**config.mk**
```make
export PLATFORM = sky130hd
export DESIGN_NAME = pci_ix_port
export DESIGN_NICKNAME = d
export VERILOG_FILES = /design/src/rtl/pci_ix_pkg.sv /design/src/rtl/pci_ix_ctrl.sv /design/src/rtl/pci_ix_dpath.sv /design/src/rtl/pci_ix_port.sv
export SDC_FILE = /design/constraint.sdc
export NUM_CORES = 1
export LEC_CHECK = 0
export BUFFER_PORTS_ARGS = -buffer_cell sky130_fd_sc_hd__buf_2
export CORE_ASPECT_RATIO = 0.7
export CORE_UTILIZATION = 51
export CTS_BUF_LIST = sky130_fd_sc_hd__clkbuf_8
export CTS_CLUSTER_DIAMETER = 120
export CTS_CLUSTER_SIZE = 12
export DETAILED_ROUTE_END_ITERATION = 8
export HOLD_SLACK_MARGIN = 0.1
export PLACE_DENSITY_LB_ADDON = 0.12
export SYNTH_ARGS = -nofsm -noshare
export SYNTH_HDL_FRONTEND = slang
export SYNTH_SLANG_ARGS = --single-unit
```
**constraint.sdc**
```tcl
create_clock -name clk -period 2.05 [get_ports clk]
set_input_delay 0.1025 -clock clk [delete_from_list [all_inputs] [get_ports clk]]
set_output_delay 0.1025 -clock clk [all_outputs]
set_load 0.005 [all_outputs]
```
**src/rtl/pci_ix_pkg.sv**
```systemverilog
package pci_ix_pkg;

  localparam int DATA_W = 32;

  localparam logic [1:0] SZ_BYTE = 2'd0;
  localparam logic [1:0] SZ_HALF = 2'd1;
  localparam logic [1:0] SZ_WORD = 2'd2;
  localparam logic [1:0] SZ_BAD  = 2'd3;

  typedef enum logic [1:0] {
    KIND_PTR,
    KIND_CFG,
    KIND_IO,
    KIND_BAD
  } accKind_e;

  // strobes from control to datapath
  typedef struct packed {
    logic ptrWe;     // store pointer register
    logic rdLocal;   // load read buffer from pointer
    logic rdCapture; // load read buffer from downstream data
    logic ioWin;     // current access targets the I/O window
  } dpStrobe_t;

  function automatic logic [DATA_W-1:0] sizeMask(input logic [1:0] sz);
    case (sz)
      SZ_HALF: return 32'h0000_FFFF;
      SZ_WORD: return 32'hFFFF_FFFF;
      default: return 32'h0000_00FF;
    endcase
  endfunction

  function automatic logic [DATA_W-1:0] laneSwap(input logic [DATA_W-1:0] d,
                                                 input logic [1:0] sz);
    logic [DATA_W-1:0] r;
    r = '0;
    case (sz)
      SZ_HALF: r[15:0] = {d[7:0], d[15:8]};
      SZ_WORD: for (int i = 0; i < 4; i++) r[8*i +: 8] = d[8*(3-i) +: 8];
      default: r[7:0] = d[7:0];
    endcase
    return r;
  endfunction

endpackage

```
**src/rtl/pci_ix_ctrl.sv**
```systemverilog
module pci_ix_ctrl
  import pci_ix_pkg::*;
#(
  parameter int OFF_W = 4
) (
  input  logic             clk,
  input  logic             rstN,
  input  logic             busValid,
  input  logic             busWrite,
  input  logic [OFF_W-1:0] busAddr,
  input  logic [1:0]       busSize,
  input  logic             dnReady,
  output logic             dnReq,
  output logic             busReady,
  output logic             busError,
  output dpStrobe_t        strobe
);

  localparam int WIN_W = OFF_W - 2;
  localparam logic [WIN_W-1:0] WIN_PTR = WIN_W'(0);
  localparam logic [WIN_W-1:0] WIN_CFG = WIN_W'(1);
  localparam logic [WIN_W-1:0] WIN_IO  = WIN_W'(2);

  typedef enum logic [1:0] {ST_IDLE, ST_FWD, ST_RESP} state_e;

  state_e   stateQ, stateD;
  logic     errQ, errD;
  accKind_e kind;

  logic [WIN_W-1:0] winIdx;
  logic [1:0]       lowOff;

  assign winIdx = busAddr[OFF_W-1:2];
  assign lowOff = busAddr[1:0];

  // legality table
  always_comb begin
    kind = KIND_BAD;
    if (busSize != SZ_BAD) begin
      if (winIdx == WIN_PTR) begin
        if (busSize == SZ_WORD && lowOff == 2'd0) kind = KIND_PTR;
      end else if (winIdx == WIN_CFG) begin
        kind = KIND_CFG;
      end else if (winIdx == WIN_IO) begin
        case (lowOff)
          2'd0:    kind = KIND_IO;
          2'd2:    kind = (busSize != SZ_WORD) ? KIND_IO : KIND_BAD;
          default: kind = (busSize == SZ_BYTE) ? KIND_IO : KIND_BAD;
        endcase
      end
    end
  end

  always_comb begin
    stateD = stateQ;
    errD   = errQ;
    strobe = '0;
    strobe.ioWin = (winIdx == WIN_IO);
    case (stateQ)
      ST_IDLE: begin
        if (busValid) begin
          case (kind)
            KIND_BAD: begin
              errD   = 1'b1;
              stateD = ST_RESP;
            end
            KIND_PTR: begin
              errD           = 1'b0;
              strobe.ptrWe   = busWrite;
              strobe.rdLocal = !busWrite;
              stateD         = ST_RESP;
            end
            default: begin
              errD   = 1'b0;
              stateD = ST_FWD;
            end
          endcase
        end
      end
      ST_FWD: begin
        if (dnReady) begin
          strobe.rdCapture = !busWrite;
          stateD           = ST_RESP;
        end
      end
      default: stateD = ST_IDLE;
    endcase
  end

  always_ff @(posedge clk or negedge rstN) begin
    if (!rstN) begin
      stateQ <= ST_IDLE;
      errQ   <= 1'b0;
    end else begin
      stateQ <= stateD;
      errQ   <= errD;
    end
  end

  assign dnReq    = (stateQ == ST_FWD);
  assign busReady = (stateQ == ST_RESP);
  assign busError = busReady && errQ;

  AST_READY_ONE_CYCLE: assert property (@(posedge clk) disable iff (!rstN)
    busReady |=> !busReady);

  AST_ERR_NO_REQ: assert property (@(posedge clk) disable iff (!rstN)
    busError |-> !$past(dnReq));

  AST_DONE_AFTER_HANDSHAKE: assert property (@(posedge clk) disable iff (!rstN)
    (dnReq && dnReady) |=> (busReady && !busError && !dnReq));

endmodule

```
**src/rtl/pci_ix_dpath.sv**
```systemverilog
module pci_ix_dpath
  import pci_ix_pkg::*;
#(
  parameter int OFF_W = 4,
  parameter int IO_AW = 16
) (
  input  logic              clk,
  input  logic              rstN,
  input  dpStrobe_t         strobe,
  input  logic [OFF_W-1:0]  busAddr,
  input  logic [1:0]        busSize,
  input  logic [DATA_W-1:0] busWdata,
  input  logic [DATA_W-1:0] dnRdata,
  output logic [DATA_W-1:0] busRdata,
  output logic              dnSpace,
  output logic [DATA_W-1:0] dnAddr,
  output logic [DATA_W-1:0] dnWdata
);

  localparam int PAD_W = DATA_W - IO_AW;

  logic [DATA_W-1:0] ptrQ;
  logic [DATA_W-1:0] rdQ;
  logic [1:0]        lowOff;
  logic [DATA_W-1:0] maskW;
  logic [IO_AW-1:0]  ioSum;

  assign lowOff = busAddr[1:0];
  assign maskW  = sizeMask(busSize);
  assign ioSum  = ptrQ[IO_AW-1:0] + IO_AW'(lowOff);

  assign dnSpace = strobe.ioWin;
  assign dnAddr  = strobe.ioWin ? {{PAD_W{1'b0}}, ioSum}
                                : (ptrQ | {{(DATA_W-2){1'b0}}, lowOff});
  assign dnWdata = strobe.ioWin ? laneSwap(busWdata, busSize)
                                : (busWdata & maskW);

  always_ff @(posedge clk or negedge rstN) begin
    if (!rstN) begin
      ptrQ <= '0;
      rdQ  <= '0;
    end else begin
      if (strobe.ptrWe) ptrQ <= {busWdata[DATA_W-1:2], 2'b00};
      if (strobe.rdLocal) rdQ <= ptrQ;
      else if (strobe.rdCapture)
        rdQ <= strobe.ioWin ? laneSwap(dnRdata, busSize) : (dnRdata & maskW);
    end
  end

  assign busRdata = rdQ;

  AST_PTR_LOW_CLEAR: assert property (@(posedge clk) disable iff (!rstN)
    strobe.ptrWe |=> (ptrQ[1:0] == 2'b00));

  AST_PTR_ONLY_ON_WRITE: assert property (@(posedge clk) disable iff (!rstN)
    !strobe.ptrWe |=> $stable(ptrQ));

endmodule

```
**src/rtl/pci_ix_port.sv**
```systemverilog
module pci_ix_port
  import pci_ix_pkg::*;
#(
  parameter int OFF_W = 4,
  parameter int IO_AW = 16
) (
  input  logic              clk,
  input  logic              rstN,
  input  logic              busValid,
  input  logic              busWrite,
  input  logic [OFF_W-1:0]  busAddr,
  input  logic [1:0]        busSize,
  input  logic [DATA_W-1:0] busWdata,
  output logic              busReady,
  output logic              busError,
  output logic [DATA_W-1:0] busRdata,
  output logic              dnReq,
  input  logic              dnReady,
  output logic              dnSpace,
  output logic [DATA_W-1:0] dnAddr,
  output logic [1:0]        dnSize,
  output logic              dnWrite,
  output logic [DATA_W-1:0] dnWdata,
  input  logic [DATA_W-1:0] dnRdata
);

  dpStrobe_t strobe;

  pci_ix_ctrl #(.OFF_W(OFF_W)) ctrl_i (
    .clk      (clk),
    .rstN     (rstN),
    .busValid (busValid),
    .busWrite (busWrite),
    .busAddr  (busAddr),
    .busSize  (busSize),
    .dnReady  (dnReady),
    .dnReq    (dnReq),
    .busReady (busReady),
    .busError (busError),
    .strobe   (strobe)
  );

  pci_ix_dpath #(.OFF_W(OFF_W), .IO_AW(IO_AW)) dpath_i (
    .clk      (clk),
    .rstN     (rstN),
    .strobe   (strobe),
    .busAddr  (busAddr),
    .busSize  (busSize),
    .busWdata (busWdata),
    .dnRdata  (dnRdata),
    .busRdata (busRdata),
    .dnSpace  (dnSpace),
    .dnAddr   (dnAddr),
    .dnWdata  (dnWdata)
  );

  assign dnSize  = busSize;
  assign dnWrite = busWrite;

  AST_REQ_STABLE: assert property (@(posedge clk) disable iff (!rstN)
    (dnReq && !dnReady) |=> (dnReq && $stable(dnAddr) && $stable(dnSpace)
                             && $stable(dnWdata) && $stable(dnSize)));

  AST_IO_ADDR_NARROW: assert property (@(posedge clk) disable iff (!rstN)
    (dnReq && dnSpace) |-> (dnAddr[DATA_W-1:IO_AW] == '0));

  AST_NO_REQ_BAD_SIZE: assert property (@(posedge clk) disable iff (!rstN)
    dnReq |-> (dnSize != SZ_BAD));

endmodule

```
### Word-level counts from Yosys, hierarchy flattened

Index checks and enable logic that the tools add are counted.

* output and inout bits: 103
* register bits: 65
* logic and storage cells: 62
* bits of input ports: 75

* equality and inequality tests: 12
* bitwise logic cells: 3
* reduce and logical (&&, ||, !) cells: 12
* add/subtract/negate cells: 1
* muxes and demuxes: 30

Operators with widths (count)
* $mux W32: 5
* $and A32 B32 Y32: 2
* $pmux W32 S2: 1
* $pmux W8 S2: 4
* $mux W16: 2
* $or A32 B2 Y32: 1
* $mux W2: 11
* $add A16 B2 Y16: 1
* $eq A2 B2 Y1 const B: 5
* $logic_not A2 Y1: 5
* $pmux W2 S2: 2
* $eq A2 B1 Y1 const B: 3
* $ne A2 B2 Y1 const B: 3
* $mux W1: 5
* $reduce_and A2 Y1: 2
* $logic_and A1 B1 Y1: 2
* $ne A2 B1 Y1 const B: 1
* $reduce_bool A2 Y1: 1
* $reduce_or A2 Y1: 1
* $logic_not A1 Y1: 1

### Logic depth before layout (Yosys ltp)

* depth in word-level cells: 12
* mapped depth: 12
* gate-level depth less buffers: 9

### By module

A second synthesis with hierarchy kept.

* cells, all modules: 439
* area, all modules: 4326.6 sq um

Modules (own cells, without submodules)
* pci_ix_dpath: area an instance 4027.6 sq um, instances 1, cells each 406
* pci_ix_ctrl: area an instance 276.5 sq um, instances 1, cells each 30
* pci_ix_port: area an instance 22.5 sq um, instances 1, cells each 3

### Least setup slack after synthesis

No wires, ideal clock.

* kind: input to register
* from: in busSize[0]
* to: reg dpath_i.ptrQ[10]
* data arrival time: 1.932 ns
* setup slack: -0.007 ns
* buffers on the path: 2
* library setup time: 0.125 ns
* cell stages on the path: 11
* cell sequence: inv_1 -> ha_1 -> clkbuf_1 -> nand2b_1 -> a21oi_1 -> o21a_1 -> ha_1 -> and4bb_1 -> nand2_2 -> buf_6 -> mux2_4

* word-level cells in the longest chain between the ends: 11
* elaborated cells between the ends (all ways): 17
* those cells by class: eq/ne (3); mux (11); reduce/logical (3)

Ends and longest elaborated chain
* start: declaration: line pci_ix_port.sv:12 `input logic [1:0] busSize,`
* $ne A2 B2 Y1 / $logic_not A2 Y1 (equally long branches): line pci_ix_ctrl.sv:47, pci_ix_ctrl.sv:48
* $mux W1, on equally long branches: line pci_ix_ctrl.sv:47, pci_ix_ctrl.sv:48
* $pmux W2 S2: line pci_ix_ctrl.sv:45 `case (lowOff)`
* $mux W2: line pci_ix_ctrl.sv:44 `end else if (winIdx == WIN_IO) begin`
* $mux W2: line pci_ix_ctrl.sv:42 `end else if (winIdx == WIN_CFG) begin`
* $mux W2: line pci_ix_ctrl.sv:40 `if (winIdx == WIN_PTR) begin`
* $mux W2 (*): line pci_ix_ctrl.sv:39 `if (busSize != SZ_BAD) begin`
* $logic_not A2 Y1 (*): line pci_ix_ctrl.sv:62 `case (kind)`
* $mux W2 (*): line pci_ix_ctrl.sv:62
* $mux W2 (*): line pci_ix_ctrl.sv:61 `if (busValid) begin`
* $mux W2 (*): line pci_ix_ctrl.sv:59 `case (stateQ)`
* end signal: assignment: line pci_ix_dpath.sv:43 `if (strobe.ptrWe) ptrQ <= {busWdata[DATA_W-1:2], 2'b00};`
* end: declaration: line pci_ix_dpath.sv:22 `logic [DATA_W-1:0] ptrQ;`

Mark *: on every way between the ends. The rest lies on a longest branch, timed or not.
A chain may end at the register's enable or synchronous reset.

### Worst setup path in the final report

* from: reg ctrl_i.stateQ[1]
* to: reg dpath_i.rdQ[30], in the netlist dpath_i.busRdata[30]

* word-level cells in the longest chain between the ends: 3
* elaborated cells between the ends (all ways): 6
* those cells by class: eq/ne (1); mux (3); reduce/logical (2)

Ends and longest elaborated chain
* start: declaration: line pci_ix_ctrl.sv:26 `state_e stateQ, stateD;`
* start signal: assignment: line pci_ix_ctrl.sv:95 `stateQ <= stateD;`
* $eq A2 B1 Y1 / $logic_not A2 Y1 (equally long branches): line pci_ix_ctrl.sv:59
* $mux W1 / $mux W2 (equally long branches): line pci_ix_ctrl.sv:59
* $reduce_bool A2 Y1 (no source line) / $mux W32 (equally long branches)
* end signal: assignment: line pci_ix_dpath.sv:44 `if (strobe.rdLocal) rdQ <= ptrQ;`
* end signal: assignment: line pci_ix_dpath.sv:46 `rdQ <= strobe.ioWin ? laneSwap(dnRdata, busSize) : (dnRdata & maskW);`
* end: declaration: line pci_ix_dpath.sv:23 `logic [DATA_W-1:0] rdQ;`

Parallel ways exist; a longest one is shown, timed or not.

==> run metrics <==
Via density 6.121; Sw Ratio 30.81%; largest net degree at the start of global routing 50; sequential share of power 41.0%; sw power 0.001301 W; Cell variety after synth 37; Total Wirelength 15,330 microns; Comb pwr share 29.6%; status finished, final reports clean; Worst path max stage delay 0.54 ns; Top Ports 178; port bufs 177; die area 9168 sq um; initial antenna violation count 0; critical path cell sequence nand4bb_2 > buf_12 > o211ai_1 > o221ai_1; TritonCTS clock tree done; clock share of power 29.4%; # resized after CTS 0; CP endpoint kind register; PwrDens 709.9 nW/um^2; hold endpoint dpath_i.busRdata[5]; number of global-route vias before repair 4,341; routed length per instance 20.42 microns; Final period util 85.05%; maximum vdd drop 0.4917 mV; worst flop-to-flop path endpoint dpath_i.busRdata[30]; ANT cells 0; simple-gate share of the synthesized area 15.17%; first drt pass iteration count 6; placed cell count 701; core area 8478 sq um; first-pass GRT wire length 23,060 microns; detailed-route DRC error count 0; Post-layout nets 708; FP Rows 28; combinational family with the most area after synthesis compound AO/OA/AOI/OAI gates; Clk Latency, worst-skew pair 0.36 ns; cell with the most instances after synthesis dfrtp_1; Setup Fix Bufs, Post-CTS 0; Tightest Pin Transition 0.9225 ns; Final setup viols 0; chip width 114.0 microns; Clock Sinks 65; largest area contributor in the netlist dfrtp_1; synthesized area per cell 10.02 sq um; CP top delay family simple AND/OR/NAND/NOR gates; Synth Area in XOR/XNOR 0%; initial DRC count 415; Worst Hold Class input pin to register; CP bufs+invs 1; grt ovf 0; predominant post-synthesis flop cell dfrtp_1; Max Root-Sink Buffers 2; Synth top area share 36.31%; Synth async-reset ratio 100.0%; Final ANT Viol Nets 0; post-synthesis register bit count 65; layout cells sized above 1 40.25%; number of synthesized flops with an enable pin 0; RSZ-0062 raised after global routing false; fmax 573.6 MHz; Pwr Total 0.004223 W; r2r setup slk 0.31 ns; CP max-delay cell nand4bb_2; Synth Area in Compound Gates 23.80%; clk slew on worst S/H paths 0.07 ns; Synth Cell Area 4479 sq um; Slew Viols, Final 0; H-tree depth 3; static leakage 3.075 nW; clock root buffer clkbuf_8; CTS Buf Count 9; worst r2r path cells 4; synthesis-to-layout area growth 32.79%; DPL Wire Length 11,180 microns; Post-Synth Adder-Cell Area 1.955%; top area cells in the synthesized netlist dfrtp_1, mux2_4, o211ai_1; MaxCap Viol Count 0; Layout Cells excl Fill 751; internal power 0.002922 W; Hold Path Origin dnRdata[5]; Worst Path Max Fanout 44; WP data arrival 1.96 ns; CP Launch Type register; mux contribution to synthesized area 13.69%; Fill cells 698; crit path kind register to register; cells after synthesis 447; GPL Wtd Cong 0.8905; endpoints failing hold 0; sequential area share after synthesis 36.31%; Setup Skew 0.009546 ns; via count 4,597; origin of the critical flop-to-flop path ctrl_i.stateQ[1]; Syn Nets 529; Required @ worst endpoint 2.26 ns; gr usage total 33.74%; Synthesis Warnings 0; Die H 80.41 microns; Initial Utilization 52.83%; minimum clock period 1.744 ns; Max-slew headroom 38.50%; Post-synth top cells dfrtp_1, o211ai_1, a22o_1, mux2_4, nand3_1; Hold Crit Depth 3
[worst reg2reg max path: stages (launching register included)]
cell,delay [ns]
dfrtp_1,0.46
nand4bb_2,0.54
buf_12,0.33
o211ai_1,0.12
o221ai_1,0.15
[layout make-up]
cell class	instances	area [sq um]	area share (%)
flip-flops and latches	65	1627	27.35
inverters	6	22.52	0.3786
multi-input cells	307	2451	41.21
well taps	120	150.1	2.524
clock inverters	6	88.84	1.493
repair buffers	237	1471	24.74
clock buffers	10	137.6	2.314
[registers in the layout, indices dropped and copies added, names as in the netlist]
signal / count
dpath_i.busRdata: 32
ctrl_i.errQ: 1
ctrl_i.stateQ: 2
dpath_i.ptrQ: 30
[kinds of logic (layout without fill, tap and decap cells)]
| family | Yosys count | count (layout) |
|---|---|---|
| mux | 46 | 46 |
| flops | 65 | 65 |
| fa+ha+maj | 7 | 7 |
| buf+inv | 75 | 259 |
| compound gates | 142 | 142 |
| simple gates | 112 | 112 |
[through the flow]
stage          cell area [sq um]  util (%)  hold slack (ns)  setup WS (ns)  setup TNS [ns]
2_1_floorplan               4481         -          -0.1931        0.05004               0
3_3_place_gp                5381     63.47           0.2693        0.03402               0
3_5_place_dp                5381     63.47           0.2721       -0.04115         -0.7996
4_1_cts                     5948     70.16           0.1108         0.3313               0
5_1_grt                     5948     70.16           0.1219         0.2151               0
6_report                    5948     70.16           0.1151         0.3065               0
[what timing repair did]
item | CTS | global route
endpoints found under the setup margin | 0 | 0
hold buffers | 34 | 0
hold endpoints to repair | 68 | 0
[worst max-delay path by stage]
stage                                      end        startpoint  cells past startpoint
final                     dpath_i.busRdata[30]  ctrl_i.stateQ[1]                      4
after global routing      dpath_i.busRdata[30]        busSize[0]                     11
after CTS                  dpath_i.busRdata[0]  ctrl_i.stateQ[1]                      3
after detailed placement      dpath_i.ptrQ[31]        busSize[0]                     11
after global placement        dpath_i.ptrQ[28]        busSize[0]                     11
after floorplan               dpath_i.ptrQ[10]        busSize[0]                     11
[power by group through the flow]
| stage | Sequential [W] | Combinational, W | Clock (W) |
|---|---|---|---|
| CTS | 0.00173 | 0.00124 | 0.00126 |
| finish | 0.00173 | 0.00125 | 0.00124 |
| global route | 0.00176 | 0.00136 | 0.00131 |
| detailed placement | 0.00175 | 0.00118 | 0 |
| global placement | 0.00174 | 0.00115 | 0 |
| floorplan | 0.00171 | 0.000639 | 0 |
[placed cells by master, fill, tap and decap left out, types with 4 or more instances in the layout]
master	netlist	final
a21oi_1	4	4
a221oi_1	10	10
a22o_1	30	30
a22oi_1	8	8
a31oi_1	16	16
and2_1	17	17
and4b_1	16	16
buf_12	0	4
buf_2	15	177
buf_4	22	22
clkbuf_8	0	10
dfrtp_1	65	65
dlygate4sd3_1	0	34
ha_1	7	7
inv_1	5	5
mux2_4	30	30
mux2i_1	14	14
nand2_1	13	13
nand3_1	28	28
nor2_1	17	17
nor3b_1	9	9
o211ai_1	58	58
o21ai_0	10	10
[per-layer routing]
| layer | global-route usage (%) | wire [microns] | up-vias |
|---|---|---|---|
| li1 | - | - | 2062 |
| met1 | 47.97 | 6613 | 2231 |
| met2 | 50.30 | 6894 | 276 |
| met3 | 8.302 | 1587 | 28 |
| met4 | 10.52 | 238 | 0 |
| met5 | 0 | 0 | - |
No activity file was read; power rests on OpenSTA's default activity.
